### src/rtl/alias_bank_pkg.sv
package alias_bank_pkg;

  // Alias field of the word address: how a write is applied.
  typedef enum logic [1:0] {
    ALIAS_LOAD   = 2'd0,
    ALIAS_SET    = 2'd1,
    ALIAS_CLEAR  = 2'd2,
    ALIAS_TOGGLE = 2'd3
  } alias_op_e;

endpackage

### src/rtl/alias_rst_sync.sv
module alias_rst_sync #(
  parameter int STAGES = 2
) (
  input  logic clk,
  input  logic rst_n,
  output logic rst_sync_n
);

  logic [STAGES-1:0] sync_q;
  logic [STAGES-1:0] sync_d;

  always_comb begin
    sync_d = {sync_q[STAGES-2:0], 1'b1};
  end

  always_ff @(posedge clk or negedge rst_n) begin
    if (!rst_n) begin
      sync_q <= '0;
    end else begin
      sync_q <= sync_d;
    end
  end

  assign rst_sync_n = sync_q[STAGES-1];

endmodule

### src/rtl/alias_decode.sv
module alias_decode
  import alias_bank_pkg::*;
#(
  parameter int WADDR_W  = 6,
  parameter int NUM_REGS = 4,
  parameter int IDX_W    = 2
) (
  input  logic [WADDR_W-1:0]  word_addr,
  input  logic                wr_en,
  output alias_op_e           op,
  output logic                hit,
  output logic [NUM_REGS-1:0] wr_sel,
  output logic [IDX_W-1:0]    rd_idx
);

  localparam int SLOT_W = WADDR_W - 2;

  logic [SLOT_W-1:0] slot;

  always_comb begin
    slot   = word_addr[WADDR_W-1:2];
    op     = alias_op_e'(word_addr[1:0]);
    hit    = ({{(32-SLOT_W){1'b0}}, slot} < NUM_REGS);
    rd_idx = slot[IDX_W-1:0];
  end

  for (genvar g = 0; g < NUM_REGS; g++) begin : g_sel
    assign wr_sel[g] = wr_en && (slot == SLOT_W'(g));
  end

endmodule

### src/rtl/alias_slot.sv
module alias_slot
  import alias_bank_pkg::*;
#(
  parameter int DATA_W = 32
) (
  input  logic              clk,
  input  logic              rst_n,
  input  logic              sel,
  input  alias_op_e         op,
  input  logic [DATA_W-1:0] wdata,
  output logic [DATA_W-1:0] q
);

  logic [DATA_W-1:0] d;

  // Next-state: one of four masked-update forms.
  always_comb begin
    d = q;
    unique case (op)
      ALIAS_LOAD:   d = wdata;
      ALIAS_SET:    d = q | wdata;
      ALIAS_CLEAR:  d = q & ~wdata;
      ALIAS_TOGGLE: d = q ^ wdata;
      default:      d = q;
    endcase
  end

  always_ff @(posedge clk or negedge rst_n) begin
    if (!rst_n) begin
      q <= '0;
    end else if (sel) begin
      q <= d;
    end
  end

  assert_load_R2: assert property (@(posedge clk) disable iff (!rst_n)
    (sel && op == ALIAS_LOAD) |=> (q == $past(wdata)));

  assert_set_R3: assert property (@(posedge clk) disable iff (!rst_n)
    (sel && op == ALIAS_SET) |=>
      ((q & $past(wdata)) == $past(wdata)) && ((q & ~$past(wdata)) == ($past(q) & ~$past(wdata))));

  assert_clear_R4: assert property (@(posedge clk) disable iff (!rst_n)
    (sel && op == ALIAS_CLEAR) |=>
      ((q & $past(wdata)) == '0) && ((q & ~$past(wdata)) == ($past(q) & ~$past(wdata))));

  assert_toggle_R5: assert property (@(posedge clk) disable iff (!rst_n)
    (sel && op == ALIAS_TOGGLE) |=> ((q ^ $past(q)) == $past(wdata)));

  assert_hold_R6: assert property (@(posedge clk) disable iff (!rst_n)
    !sel |=> $stable(q));

endmodule

### src/rtl/alias_read_port.sv
module alias_read_port #(
  parameter int DATA_W   = 32,
  parameter int NUM_REGS = 4,
  parameter int IDX_W    = 2
) (
  input  logic              clk,
  input  logic              rst_n,
  input  logic              rd_en,
  input  logic              hit,
  input  logic [IDX_W-1:0]  rd_idx,
  input  logic [DATA_W-1:0] regs [NUM_REGS],
  output logic [DATA_W-1:0] rd_data
);

  logic [DATA_W-1:0] rd_d;

  always_comb begin
    rd_d = '0;
    for (int i = 0; i < NUM_REGS; i++) begin
      if (hit && (rd_idx == IDX_W'(i))) begin
        rd_d = regs[i];
      end
    end
  end

  always_ff @(posedge clk or negedge rst_n) begin
    if (!rst_n) begin
      rd_data <= '0;
    end else if (rd_en) begin
      rd_data <= rd_d;
    end
  end

  assert_unmapped_read_R9: assert property (@(posedge clk) disable iff (!rst_n)
    (rd_en && !hit) |=> (rd_data == '0));

  assert_rd_hold_R10: assert property (@(posedge clk) disable iff (!rst_n)
    !rd_en |=> $stable(rd_data));

endmodule

### src/rtl/alias_reg_bank.sv
module alias_reg_bank
  import alias_bank_pkg::*;
#(
  parameter int NUM_REGS = 4,
  parameter int DATA_W   = 32,
  parameter int WADDR_W  = 6
) (
  input  logic                       clk,
  input  logic                       rst_n,
  input  logic                       wr_en,
  input  logic                       rd_en,
  input  logic [WADDR_W-1:0]         word_addr,
  input  logic [DATA_W-1:0]          wr_data,
  output logic [DATA_W-1:0]          rd_data,
  output logic [NUM_REGS*DATA_W-1:0] regs_q
);

  localparam int IDX_W = (NUM_REGS > 1) ? $clog2(NUM_REGS) : 1;

  logic                rst_sync_n;
  alias_op_e           op;
  logic                hit;
  logic [NUM_REGS-1:0] wr_sel;
  logic [IDX_W-1:0]    rd_idx;
  logic [DATA_W-1:0]   slot_q [NUM_REGS];

  alias_rst_sync #(.STAGES(2)) u_rst_sync (
    .clk        (clk),
    .rst_n      (rst_n),
    .rst_sync_n (rst_sync_n)
  );

  alias_decode #(
    .WADDR_W  (WADDR_W),
    .NUM_REGS (NUM_REGS),
    .IDX_W    (IDX_W)
  ) u_decode (
    .word_addr (word_addr),
    .wr_en     (wr_en),
    .op        (op),
    .hit       (hit),
    .wr_sel    (wr_sel),
    .rd_idx    (rd_idx)
  );

  for (genvar g = 0; g < NUM_REGS; g++) begin : g_slot
    alias_slot #(.DATA_W(DATA_W)) u_slot (
      .clk   (clk),
      .rst_n (rst_sync_n),
      .sel   (wr_sel[g]),
      .op    (op),
      .wdata (wr_data),
      .q     (slot_q[g])
    );
    assign regs_q[g*DATA_W +: DATA_W] = slot_q[g];
  end

  alias_read_port #(
    .DATA_W   (DATA_W),
    .NUM_REGS (NUM_REGS),
    .IDX_W    (IDX_W)
  ) u_read (
    .clk     (clk),
    .rst_n   (rst_sync_n),
    .rd_en   (rd_en),
    .hit     (hit),
    .rd_idx  (rd_idx),
    .regs    (slot_q),
    .rd_data (rd_data)
  );

  assert_single_target_R6: assert property (@(posedge clk) disable iff (!rst_sync_n)
    $onehot0(wr_sel));

  assert_unmapped_write_R9: assert property (@(posedge clk) disable iff (!rst_sync_n)
    (wr_en && !hit) |=> $stable(regs_q));

  assert_reset_zero_R1: assert property (@(posedge clk)
    !rst_sync_n |-> (regs_q == '0 && rd_data == '0));

endmodule

### config.mk
export PLATFORM = sky130hd
export DESIGN_NAME = alias_reg_bank
export DESIGN_NICKNAME = d
export VERILOG_FILES = /design/src/rtl/alias_bank_pkg.sv /design/src/rtl/alias_rst_sync.sv /design/src/rtl/alias_decode.sv /design/src/rtl/alias_slot.sv /design/src/rtl/alias_read_port.sv /design/src/rtl/alias_reg_bank.sv
export SDC_FILE = /design/constraint.sdc
export NUM_CORES = 1
export LEC_CHECK = 0
export BUFFER_PORTS_ARGS = -buffer_cell sky130_fd_sc_hd__buf_2
export CAP_MARGIN = 20
export CORE_MARGIN = 3
export CORE_UTILIZATION = 35
export CTS_BUF_LIST = sky130_fd_sc_hd__clkbuf_8
export CTS_CLUSTER_DIAMETER = 30
export CTS_CLUSTER_SIZE = 28
export DETAILED_ROUTE_END_ITERATION = 6
export PLACE_DENSITY = 0.62
export SLEW_MARGIN = 40
export SYNTH_ARGS = -nofsm -noshare
export SYNTH_HDL_FRONTEND = slang
export SYNTH_SLANG_ARGS = --single-unit
### constraint.sdc
create_clock -name clk -period 5.2 [get_ports clk]
set_input_delay 0 -clock clk [delete_from_list [all_inputs] [get_ports clk]]
set_output_delay 0 -clock clk [all_outputs]
set_load 0.05 [all_outputs]
==> results.toml <==
[run_status]
status = "completed"

[setup_path]
path_class = "primary input to flop"
r2r_slack_ns = 3.55
cp-start-kind = "primary input"
worstPathRequired_ns = 5.57
rr_endpoint = "g_slot[0].u_slot.q[10]"
arrival_ns = 2.37
ff2ff_path_depth = 4
slowest_stage = "buf_2"
cp_cell_sequence = "buf_2 > buf_4 > and4_2 > buf_4 > mux2_2"
worst_setup_path_end_kind = "flop"
critical_path.max_fanout = 32
reg2reg_from = "g_slot[0].u_slot.q[10]"
worst_path_most_repeated_cell = "buf_4"
cpPeakStageDelay_ns = 0.59

[clocking]
htreeDepth = 4
cts_hold_buf = 36
path_clk_slew_ns = 0.10
numCtsBuffers = 17
clockBufferDepth = 2
cts_root_buffer = "clkbuf_8"
cts.sinks = 162
postCtsSetupRepairBufs = 0
cts_tree = "yes"
clock_latency_ns = 0.49
cts_resized = 0

[timing]
clock_skew_ns = 0.0182
fmax_mhz = 500
finalHoldViolations = 0
hold_ws_ns = 0.0983
fin_crit_ns = 2.00
drv_slew = 0
tns_ns = 0
rsz0062_at_grt = "false"
setup_viol = 0
layout_worst_path_cycle_share_pct = 38.5
relSlewSlack_pct = 46.6
worstMarginPinSlew_ns = 0.801

[flow_run]
maxCapViolCount = 0

[yosys]
synth_top_area_share_pct = 28.4
yosysTopAreaCell = "dfrtp_1"
yosysWarningCount = 0
syn_avg_cell_area_um2 = 12.3
ys_seq_area_share_pct = 28.4
synth_cells = 1160
syn_nets = 1458
ys_ff_latch = 162
synth.cell_area_um2 = 14300
synthTopCellsByArea = "dfrtp_1 28%, mux4_2 25%, ha_1 22%"
synth_cell_type_count = 25

[floorplan]
die_w_um = 208
start_util_pct = 35.7
boundaryPins = 202
dieArea_um2 = 43300
core-area_um2 = 40000
chipHeight_um = 208
rows = 73

[drt]
dr.pass1.iters = 4
drt_iter0_markers = 548
ant_nets = 0
drc = 0
drt_wl_total_um = 34700
via_per_inst = 5.06
wire_per_inst_um = 18.2
vias = 9659

[finish]
diodes = 0
drive_above_1_share_pct = 38.8
final_cell_mix = "323 x inv_1, 256 x ha_1, 199 x buf_2, 161 x dfrtp_1, 159 x mux4_2"
stdcell_count = 1910
area_growth_pct = 15.8
mostFrequentLayoutCell = "inv_1"
fin_area_um2 = 16600
fillers = 3828
num-nets-final = 1670

[grt]
grt_max_degree = 86
grt_pass1_vias = 10200
grt_pass1_wl_um = 57200
antenna_found_initial = 1
globalRouteOverflowTotal = 0
grt_usage_pct = 16.6

[worst_hold_path]
min_to = "g_slot[0].u_slot.q[1]"
hp-start = "word_addr[4]"
min_path_cells = 4
hold_path.class = "primary input to flop"

[power]
p_leak_nw = 8.28
power.total_mw = 6.79
p_per_area_nw_per_um2 = 410
irDropWorstVdd_mv = 0.317

[placed_design]
io_buffers = 201
dp_hpwl_um = 23300
dpl_cell_area_um2 = 15800
place_congestion = 0.737
dp.cells = 1841
## routing by layer
metal	vias up	share of wire [%]	global-route usage (%)	routed length [µm]
met5	-	0	0	0
met4	0	1.6	4.44	564
met3	35	4.8	3.80	1670
met2	203	48	27.6	16700
met1	5031	45	22.0	15700
li1	4390	-	-	-
## power by group
group,leakage (nW),switching (mW),internal [mW]
Combinational,6.01,2.26,1.33
Clock,0.222,0.521,0.507
Sequential,2.05,0.532,1.64
Total,8.28,3.32,3.47
## area by class of cell
class                      count  area, µm²  area share (%)
timing repair buffer         253       1580            9.54
clock inverter                12        141           0.854
multi-input combinational    618       8640            52.2
inverter                     320       1200            7.25
clock buffer                  20        275            1.66
sequential                   162       4060            24.5
tap                          525        657            3.97
## state kept, by name (all words and copies together) (netlist names)
register           cells
u_read.rd_data        32
g_slot.u_slot.q      128
u_rst_sync.sync_q      2
## synthesized netlist by cell type
cell type,n
a31oi_1,1
and4_1,1
buf_1,4
buf_2,21
buf_4,11
buf_6,16
clkbuf_1,6
clkbuf_2,2
conb_1,1
dfrtp_1,162
ha_1,256
inv_1,320
mux2_2,128
mux4_2,159
nand2b_1,1
nand3_1,31
nand4_1,2
nand4b_1,1
nor2_1,1
nor2_4,1
nor2b_1,1
nor4bb_1,1
o2111ai_1,1
o21ai_0,31
or3_1,1
## logic make-up (layout without fill, tap and decap cells)
group / after synthesis / in the layout / share of synthesized area [%]
simple gates: 41 / 41 / 1.60
other cells: 1 / 1 / 0.0262
compound gates: 33 / 33 / 1.19
flops: 162 / 162 / 28.4
mux: 287 / 287 / 35.1
fa+ha+maj: 256 / 256 / 22.4
buf+inv: 380 / 605 / 11.3
## worst max-delay path: cells and delay by family
family / cells / cell delay [ns]
buffers and inverters: 3 / 1.64
and+or+nand+nor: 1 / 0.30
muxes: 1 / 0.41
## worst max path at each step
stage	startpoint	to	slack (ns)
2_1_floorplan	u_rst_sync.sync_q[1]	g_slot[0].u_slot.q[0]	0.35
3_3_place_gp	word_addr[2]	g_slot[3].u_slot.q[7]	2.67
3_5_place_dp	word_addr[2]	g_slot[3].u_slot.q[16]	2.65
4_1_cts	word_addr[2]	g_slot[3].u_slot.q[9]	3.22
5_1_grt	word_addr[2]	g_slot[3].u_slot.q[9]	3.09
6_report	word_addr[2]	g_slot[3].u_slot.q[18]	3.20
## stage by stage
step | setup slack (ns) | util, %
floorplan | 0.352 | -
global placement | 2.67 | 39.3
detailed placement | 2.65 | 39.4
CTS | 3.22 | 41.3
global route | 3.09 | 41.4
finish | 3.20 | 41.4
No activity file was read; power rests on OpenSTA's default activity.
